==> config.mk <==
export PLATFORM = sky130hd
export DESIGN_NAME = pxc_top
export DESIGN_NICKNAME = d
export VERILOG_FILES = /design/src/rtl/pxc_pkg.sv /design/src/rtl/pxc_rop.sv /design/src/rtl/pxc_weight.sv /design/src/rtl/pxc_mac.sv /design/src/rtl/pxc_sat.sv /design/src/rtl/pxc_top.sv
export SDC_FILE = /design/constraint.sdc
export NUM_CORES = 1
export LEC_CHECK = 0
export BUFFER_PORTS_ARGS = -buffer_cell sky130_fd_sc_hd__clkbuf_2
export CAP_MARGIN = 15
export CORE_MARGIN = 4
export CORE_UTILIZATION = 58
export CTS_CLUSTER_DIAMETER = 50
export DETAILED_ROUTE_END_ITERATION = 8
export GPL_TIMING_DRIVEN = 0
export HOLD_SLACK_MARGIN = 0.12
export PLACE_DENSITY = 0.79
export SYNTH_ARGS = -nofsm -noshare
export SYNTH_HDL_FRONTEND = slang
export SYNTH_SLANG_ARGS = --single-unit
==> constraint.sdc <==
create_clock -name clk -period 5.3 [get_ports clk]
set_input_delay 0 -clock clk [delete_from_list [all_inputs] [get_ports clk]]
set_output_delay 0 -clock clk [all_outputs]
set_load 0.01 [all_outputs]
==> src/rtl/pxc_pkg.sv <==
package pxc_pkg;

  typedef enum logic [1:0] {
    BLEND_PASS      = 2'b00,
    BLEND_BY_SRC_A  = 2'b01,
    BLEND_BY_DST_A  = 2'b10,
    BLEND_ADDITIVE  = 2'b11
  } blend_mode_e;

  localparam int ROP_W = 4;

endpackage

==> src/rtl/pxc_rop.sv <==
module pxc_rop #(
  parameter int WORD_W = 24
) (
  input  logic [pxc_pkg::ROP_W-1:0] code,
  input  logic [WORD_W-1:0]         src,
  input  logic [WORD_W-1:0]         dst,
  output logic [WORD_W-1:0]         res
);
  // Each bit looks up the truth table with {dst, src} as index.
  for (genvar i = 0; i < WORD_W; i++) begin : g_bit
    assign res[i] = code[{dst[i], src[i]}];
  end
endmodule

==> src/rtl/pxc_weight.sv <==
module pxc_weight #(
  parameter int CH_W = 8
) (
  input  pxc_pkg::blend_mode_e mode,
  input  logic [CH_W-1:0]      src_a,
  input  logic [CH_W-1:0]      dst_a,
  output logic [CH_W:0]        w_src,
  output logic [CH_W:0]        w_dst
);
  localparam logic [CH_W:0]   FULL = (CH_W+1)'(1) << CH_W;
  localparam logic [CH_W-1:0] AMAX = '1;

  logic [CH_W:0] sa_inc, da_inc, sa_inv, da_inv;

  assign sa_inc = {1'b0, src_a} + 1'b1;
  assign da_inc = {1'b0, dst_a} + 1'b1;
  assign sa_inv = {1'b0, AMAX - src_a};
  assign da_inv = {1'b0, AMAX - dst_a};

  // Every mode is reduced to a pair of weights over a divide by 2^CH_W.
  always_comb begin
    w_src = FULL;
    w_dst = '0;
    unique case (mode)
      pxc_pkg::BLEND_PASS: begin
        w_src = FULL;
        w_dst = '0;
      end
      pxc_pkg::BLEND_BY_SRC_A: begin
        if (src_a == '0) begin
          w_src = '0;
          w_dst = FULL;
        end else begin
          w_src = sa_inc;
          w_dst = sa_inv;
        end
      end
      pxc_pkg::BLEND_BY_DST_A: begin
        if (dst_a == '0) begin
          w_src = FULL;
          w_dst = '0;
        end else begin
          w_src = da_inv;
          w_dst = da_inc;
        end
      end
      pxc_pkg::BLEND_ADDITIVE: begin
        // alpha max gives max+1 = FULL, which is the full-scale case
        w_src = (src_a == '0) ? '0 : sa_inc;
        w_dst = (dst_a == '0) ? '0 : da_inc;
      end
      default: begin
        w_src = FULL;
        w_dst = '0;
      end
    endcase
  end
endmodule

==> src/rtl/pxc_mac.sv <==
module pxc_mac #(
  parameter int CH_W  = 8,
  parameter int ACC_W = 2 * CH_W + 2
) (
  input  logic [CH_W-1:0]  r,
  input  logic [CH_W-1:0]  d,
  input  logic [CH_W:0]    w_src,
  input  logic [CH_W:0]    w_dst,
  output logic [ACC_W-1:0] acc
);
  logic [ACC_W-1:0] p_src, p_dst;
  assign p_src = ACC_W'(r) * ACC_W'(w_src);
  assign p_dst = ACC_W'(d) * ACC_W'(w_dst);
  assign acc   = p_src + p_dst;
endmodule

==> src/rtl/pxc_sat.sv <==
module pxc_sat #(
  parameter int CH_W  = 8,
  parameter int ACC_W = 2 * CH_W + 2
) (
  input  logic [ACC_W-1:0] acc,
  output logic [CH_W-1:0]  q
);
  localparam int Q_W = ACC_W - CH_W;
  logic [Q_W-1:0] quot;

  // Truncating divide by 2^CH_W, then clamp (only the additive mode can exceed).
  assign quot = acc[ACC_W-1:CH_W];
  assign q    = (quot[Q_W-1:CH_W] != '0) ? '1 : quot[CH_W-1:0];
endmodule

==> src/rtl/pxc_top.sv <==
module pxc_top #(
  parameter int NUM_CH = 3,
  parameter int CH_W   = 8
) (
  input  logic                     clk,
  input  logic                     rst_n,
  input  logic                     in_valid,
  output logic                     in_ready,
  input  logic [NUM_CH*CH_W-1:0]   in_src,
  input  logic [CH_W-1:0]          in_src_alpha,
  input  logic [NUM_CH*CH_W-1:0]   in_dst,
  input  logic [CH_W-1:0]          in_dst_alpha,
  input  logic [3:0]               cfg_rop,
  input  logic [1:0]               cfg_blend,
  input  logic [NUM_CH*CH_W-1:0]   cfg_mask,
  output logic                     out_valid,
  input  logic                     out_ready,
  output logic [NUM_CH*CH_W-1:0]   out_pix
);
  localparam int PIX_W = NUM_CH * CH_W;
  localparam int ACC_W = 2 * CH_W + 2;
  localparam int FULL  = 1 << CH_W;

  // Global stall: every stage moves together when the last one can drain.
  logic advance;
  assign advance  = !out_valid || out_ready;
  assign in_ready = advance;

  // ---------------- stage 1: raster op and weights ----------------
  logic [PIX_W-1:0] rop_res;
  logic [CH_W:0]    w_src_c, w_dst_c;

  pxc_rop #(.WORD_W(PIX_W)) u_rop (
    .code (cfg_rop),
    .src  (in_src),
    .dst  (in_dst),
    .res  (rop_res)
  );

  pxc_weight #(.CH_W(CH_W)) u_weight (
    .mode  (pxc_pkg::blend_mode_e'(cfg_blend)),
    .src_a (in_src_alpha),
    .dst_a (in_dst_alpha),
    .w_src (w_src_c),
    .w_dst (w_dst_c)
  );

  logic             s1_valid;
  logic [PIX_W-1:0] s1_r, s1_dst, s1_mask;
  logic [CH_W:0]    s1_ws, s1_wd;

  always_ff @(posedge clk or negedge rst_n) begin
    if (!rst_n) begin
      s1_valid <= 1'b0;
      s1_r     <= '0;
      s1_dst   <= '0;
      s1_mask  <= '0;
      s1_ws    <= '0;
      s1_wd    <= '0;
    end else if (advance) begin
      s1_valid <= in_valid;
      s1_r     <= rop_res;
      s1_dst   <= in_dst;
      s1_mask  <= cfg_mask;
      s1_ws    <= w_src_c;
      s1_wd    <= w_dst_c;
    end
  end

  // ---------------- stage 2: per-channel weighted sums ----------------
  logic [NUM_CH*ACC_W-1:0] acc_c;

  for (genvar c = 0; c < NUM_CH; c++) begin : g_mac
    pxc_mac #(.CH_W(CH_W), .ACC_W(ACC_W)) u_mac (
      .r     (s1_r[c*CH_W +: CH_W]),
      .d     (s1_dst[c*CH_W +: CH_W]),
      .w_src (s1_ws),
      .w_dst (s1_wd),
      .acc   (acc_c[c*ACC_W +: ACC_W])
    );
  end

  logic                    s2_valid;
  logic [NUM_CH*ACC_W-1:0] s2_acc;
  logic [PIX_W-1:0]        s2_dst, s2_mask;

  always_ff @(posedge clk or negedge rst_n) begin
    if (!rst_n) begin
      s2_valid <= 1'b0;
      s2_acc   <= '0;
      s2_dst   <= '0;
      s2_mask  <= '0;
    end else if (advance) begin
      s2_valid <= s1_valid;
      s2_acc   <= acc_c;
      s2_dst   <= s1_dst;
      s2_mask  <= s1_mask;
    end
  end

  // ---------------- stage 3: divide, clamp, write mask ----------------
  logic [PIX_W-1:0] blend_c, merged_c;

  for (genvar c = 0; c < NUM_CH; c++) begin : g_sat
    pxc_sat #(.CH_W(CH_W), .ACC_W(ACC_W)) u_sat (
      .acc (s2_acc[c*ACC_W +: ACC_W]),
      .q   (blend_c[c*CH_W +: CH_W])
    );
  end

  assign merged_c = (blend_c & s2_mask) | (s2_dst & ~s2_mask);

  always_ff @(posedge clk or negedge rst_n) begin
    if (!rst_n) begin
      out_valid <= 1'b0;
      out_pix   <= '0;
    end else if (advance) begin
      out_valid <= s2_valid;
      out_pix   <= merged_c;
    end
  end

  // ---------------- assertions ----------------
  // a stalled result is held unchanged
  p_hold_stalled_r9: assert property (@(posedge clk) disable iff (!rst_n)
    (out_valid && !out_ready) |=> (out_valid && $stable(out_pix)));

  // bits outside the mask carry the destination through
  p_mask_keeps_dst_r7: assert property (@(posedge clk) disable iff (!rst_n)
    (s2_valid && advance) |=> (((out_pix ^ $past(s2_dst)) & ~$past(s2_mask)) == '0));

  // the single-alpha modes use weights summing to full scale
  p_weight_sum_r4: assert property (@(posedge clk) disable iff (!rst_n)
    (in_valid && in_ready && (cfg_blend == 2'b01 || cfg_blend == 2'b10))
      |=> ((32'(s1_ws) + 32'(s1_wd)) == FULL));

  // a beat leaving stage 2 becomes a visible result
  p_fill_out_r8: assert property (@(posedge clk) disable iff (!rst_n)
    (s2_valid && advance) |=> out_valid);

  // additive mode with both alphas zero clears both weights
  p_add_zero_r6: assert property (@(posedge clk) disable iff (!rst_n)
    (in_valid && in_ready && cfg_blend == 2'b11 && in_src_alpha == '0 && in_dst_alpha == '0)
      |=> (s1_ws == '0 && s1_wd == '0));

endmodule

==> metrics.txt <==
status finished with violations; failing checks negative setup slack; share of synthesized registers carrying an async set or reset 100%; routed length per instance 22.7 um; gr usage total 36.9%; hold_sp cfg_rop[0]; Yosys Warn Count 0; clock sinks 195; unrepaired setup endpoints after global routing yes; Routed Antenna Nets 0; Clock Tree Buf Depth 2; cells after synthesis 2,558; largest net degree at the start of global routing 111; CP endpoint kind flop; number of synthesized register bits 195; wire length on met3 9500 um; Pre-antenna DRT Iters 6; worst path arrival time 6200 ps; post-synthesis average cell area 8.88 um^2; routed length on met2 34,800 um; final slew viol count 0; sequential area share after synthesis 21.5%; Worst Path Required 5630 ps; worst clock skew 18.7 ps; core area 38,700 um^2; Inserted Clock Buffers 17; Slew @ Worst Pin 1160 ps; clock latency on the worst-skew pair 480 ps; port bufs 123; routability cong. 0.952; number of synthesized flops with an enable pin 0; met1 WL 26,800 um; clock-pin slew on the worst setup and hold paths 90 ps; CP startpoint kind flop; layout cells sized above 1 20.4%; starting density of the core 58.7%; CP Class reg2reg; Hold Violations, Final 0; top_reg_cell synth dfrtp_1; Fmax achieved 171 MHz; initial antenna violation count 4; relative slew slack 22.9%; grt ovf 0; DRC Markers 0; Setup WS post-layout -562 ps; Layout Nets 3,523; Site Rows 72; dpl hpwl 52,900 um; worst reg2reg path startpoint s1_ws[7]; first-pass GRT wire length 118,000 um; most used cell, CP fa_1; Max stage delay on crit path 550 ps; Synth Net Count 3,179; die area 42,400 um^2; die height 206 um; type of the most critical hold path in2reg; multi-input combinational cell area 16,800 um^2; max cap viols 0; Crit-path slowest cell fa_1; vias in the first global route 21,600; drt first-iter violations 2,190; Synth Cell Area 22,700 um^2; Top-Level Pins 124; top sig layer met5; final WL 77,900 um; Die X 206 um; number of vias per cell 5.84; fillers 2,598; CP max FO 7; Distinct cells, synth 51; fin crit share 111%; worst path cell trace buf_6, clkbuf_16, and2_4, ha_4, inv_2, fa_1, inv_2, fa_1, inv_1, fa_1, fa_1, fa_1, inv_2, ha_4, a21o_1, a21o_1, a21o_1, a221o_1, a31oi_4, buf_6, xor2_2, o21ai_1; Area Overhead vs Synth 25.0%; via count 20,100; CTS tree done; clock period minus worst slack 5860 ps; htree depth 4; Setup crit start s1_ws[7]; FF/Latch Area 4910 um^2; clk root buf clkbuf_16; Final Non-Filler Cells 3,433; DP Cell Count 3,200; final setup fails 30
==> Yosys cell counts, types with 16 or more instances <==
library cell | number | area, um^2
a21oi_1 | 48 | 240
fa_1 | 330 | 6610
xor2_1 | 25 | 219
and2_1 | 252 | 1580
ha_1 | 193 | 2410
o21ai_0 | 51 | 255
nand2_1 | 619 | 2320
o21ai_1 | 19 | 95.1
inv_1 | 452 | 1700
nor2_1 | 58 | 218
nand3_1 | 16 | 80.1
mux4_2 | 24 | 541
dfrtp_1 | 195 | 4880
clkbuf_1 | 133 | 499
==> area by class of cell <==
cell class,count,share of cell area (%)
multi-input combinational,1770,59.0
sequential,195,17.3
timing repair buffer,353,10.1
inverter,452,5.97
buffer,113,3.44
tap,518,2.28
clock buffer,19,1.56
clock inverter,12,0.401
antenna,1,0.00881
==> final timing paths <==
path,to,slack (ps),cells after the start
max in group asynchronous,s1_ws[0],4080,3
max reg2reg,s2_acc[34],-560,22
min in group asynchronous,s1_mask[14],220,2
min reg2reg,s2_dst[21],470,2
max,s2_acc[34],-560,22
min,s1_r[0],150,4
==> registers in the layout, summed over array words and instances (netlist names) <==
signal,flops
s1_dst,24
out_pix,24
s2_valid,1
s1_wd,9
s1_ws,9
s2_dst,24
s1_mask,24
out_valid,1
s2_acc,30
s1_valid,1
s2_mask,24
s1_r,24
==> logic make-up after synthesis <==
logic type	count (synthesis)	synth area share [%]
xor gates and xnor gates	40	1.54
adders and majority gates	523	39.7
DFF	195	21.5
buffers and inverters	593	9.84
and+or+nand+nor	990	19.7
AOI/OAI and AO/OA	192	5.29
muxes	25	2.43
==> metal layers <==
| metal | track usage (%) | vias up |
|---|---|---|
| li1 | - | 8418 |
| met1 | 45.0 | 9749 |
| met2 | 57.1 | 1405 |
| met3 | 10.7 | 471 |
| met4 | 24.6 | 8 |
| met5 | 1.43 | - |
==> cell usage in the layout (no fill, tap or decap), types with 8 or more instances in the layout <==
cell / count
inv_2: 37
a21o_1: 11
nand3_1: 15
a21oi_4: 10
and2_4: 24
o21ai_1: 13
fa_2: 17
o221ai_1: 14
inv_1: 415
and2_1: 228
o21ai_0: 50
dfrtp_2: 24
clkbuf_2: 134
xor2_2: 8
clkbuf_16: 35
ha_1: 165
clkbuf_8: 9
nand2_2: 13
dfrtp_1: 171
clkbuf_1: 55
a21oi_2: 10
xor2_1: 14
nor2_1: 55
nand2_1: 602
buf_6: 42
buf_8: 11
ha_4: 26
xnor2_1: 9
dlygate4sd3_1: 97
mux4_2: 24
o21a_1: 14
a21oi_1: 29
buf_4: 82
nand4_1: 12
fa_1: 313
==> repair_timing <==
| item | in CTS | in global routing |
|---|---|---|
| endpoints found under the hold margin | 200 | 0 |
| setup endpoints to repair | 30 | 30 |
| pin swaps | 114 | 104 |
| gates resized for setup | 344 | 122 |
| setup buffers | 101 | 32 |
| hold buffers | 97 | 0 |
| cloned | 3 | 0 |
==> critical path: cells and delay by family (launching register included) <==
kind	cells	cell delay [ps]
buffers and inverters	7	670
and+or+nand+nor	1	180
xor gates and xnor gates	1	160
AOI/OAI and AO/OA	6	1170
adders and majority gates	7	3030
DFF	1	500
==> stage by stage <==
| stage | utilization, % | setup slack, ps | hold WS, ps | instance area (um^2) | setup TNS, ps |
|---|---|---|---|---|---|
| after floorplan | - | -76.5 | -296 | 22800 | -94.0 |
| after global placement | 62.1 | -1170 | 197 | 24100 | -28170 |
| after detailed placement | 62.2 | -1260 | 193 | 24100 | -31180 |
| after CTS | 71.9 | -366 | 129 | 27800 | -5750 |
| after global routing | 73.4 | -630 | 141 | 28400 | -12840 |
| final | 73.4 | -562 | 145 | 28400 | -10010 |
Power is not shown: default switching activity piles up to over one toggle a cycle in this logic, so the estimate is an artifact.
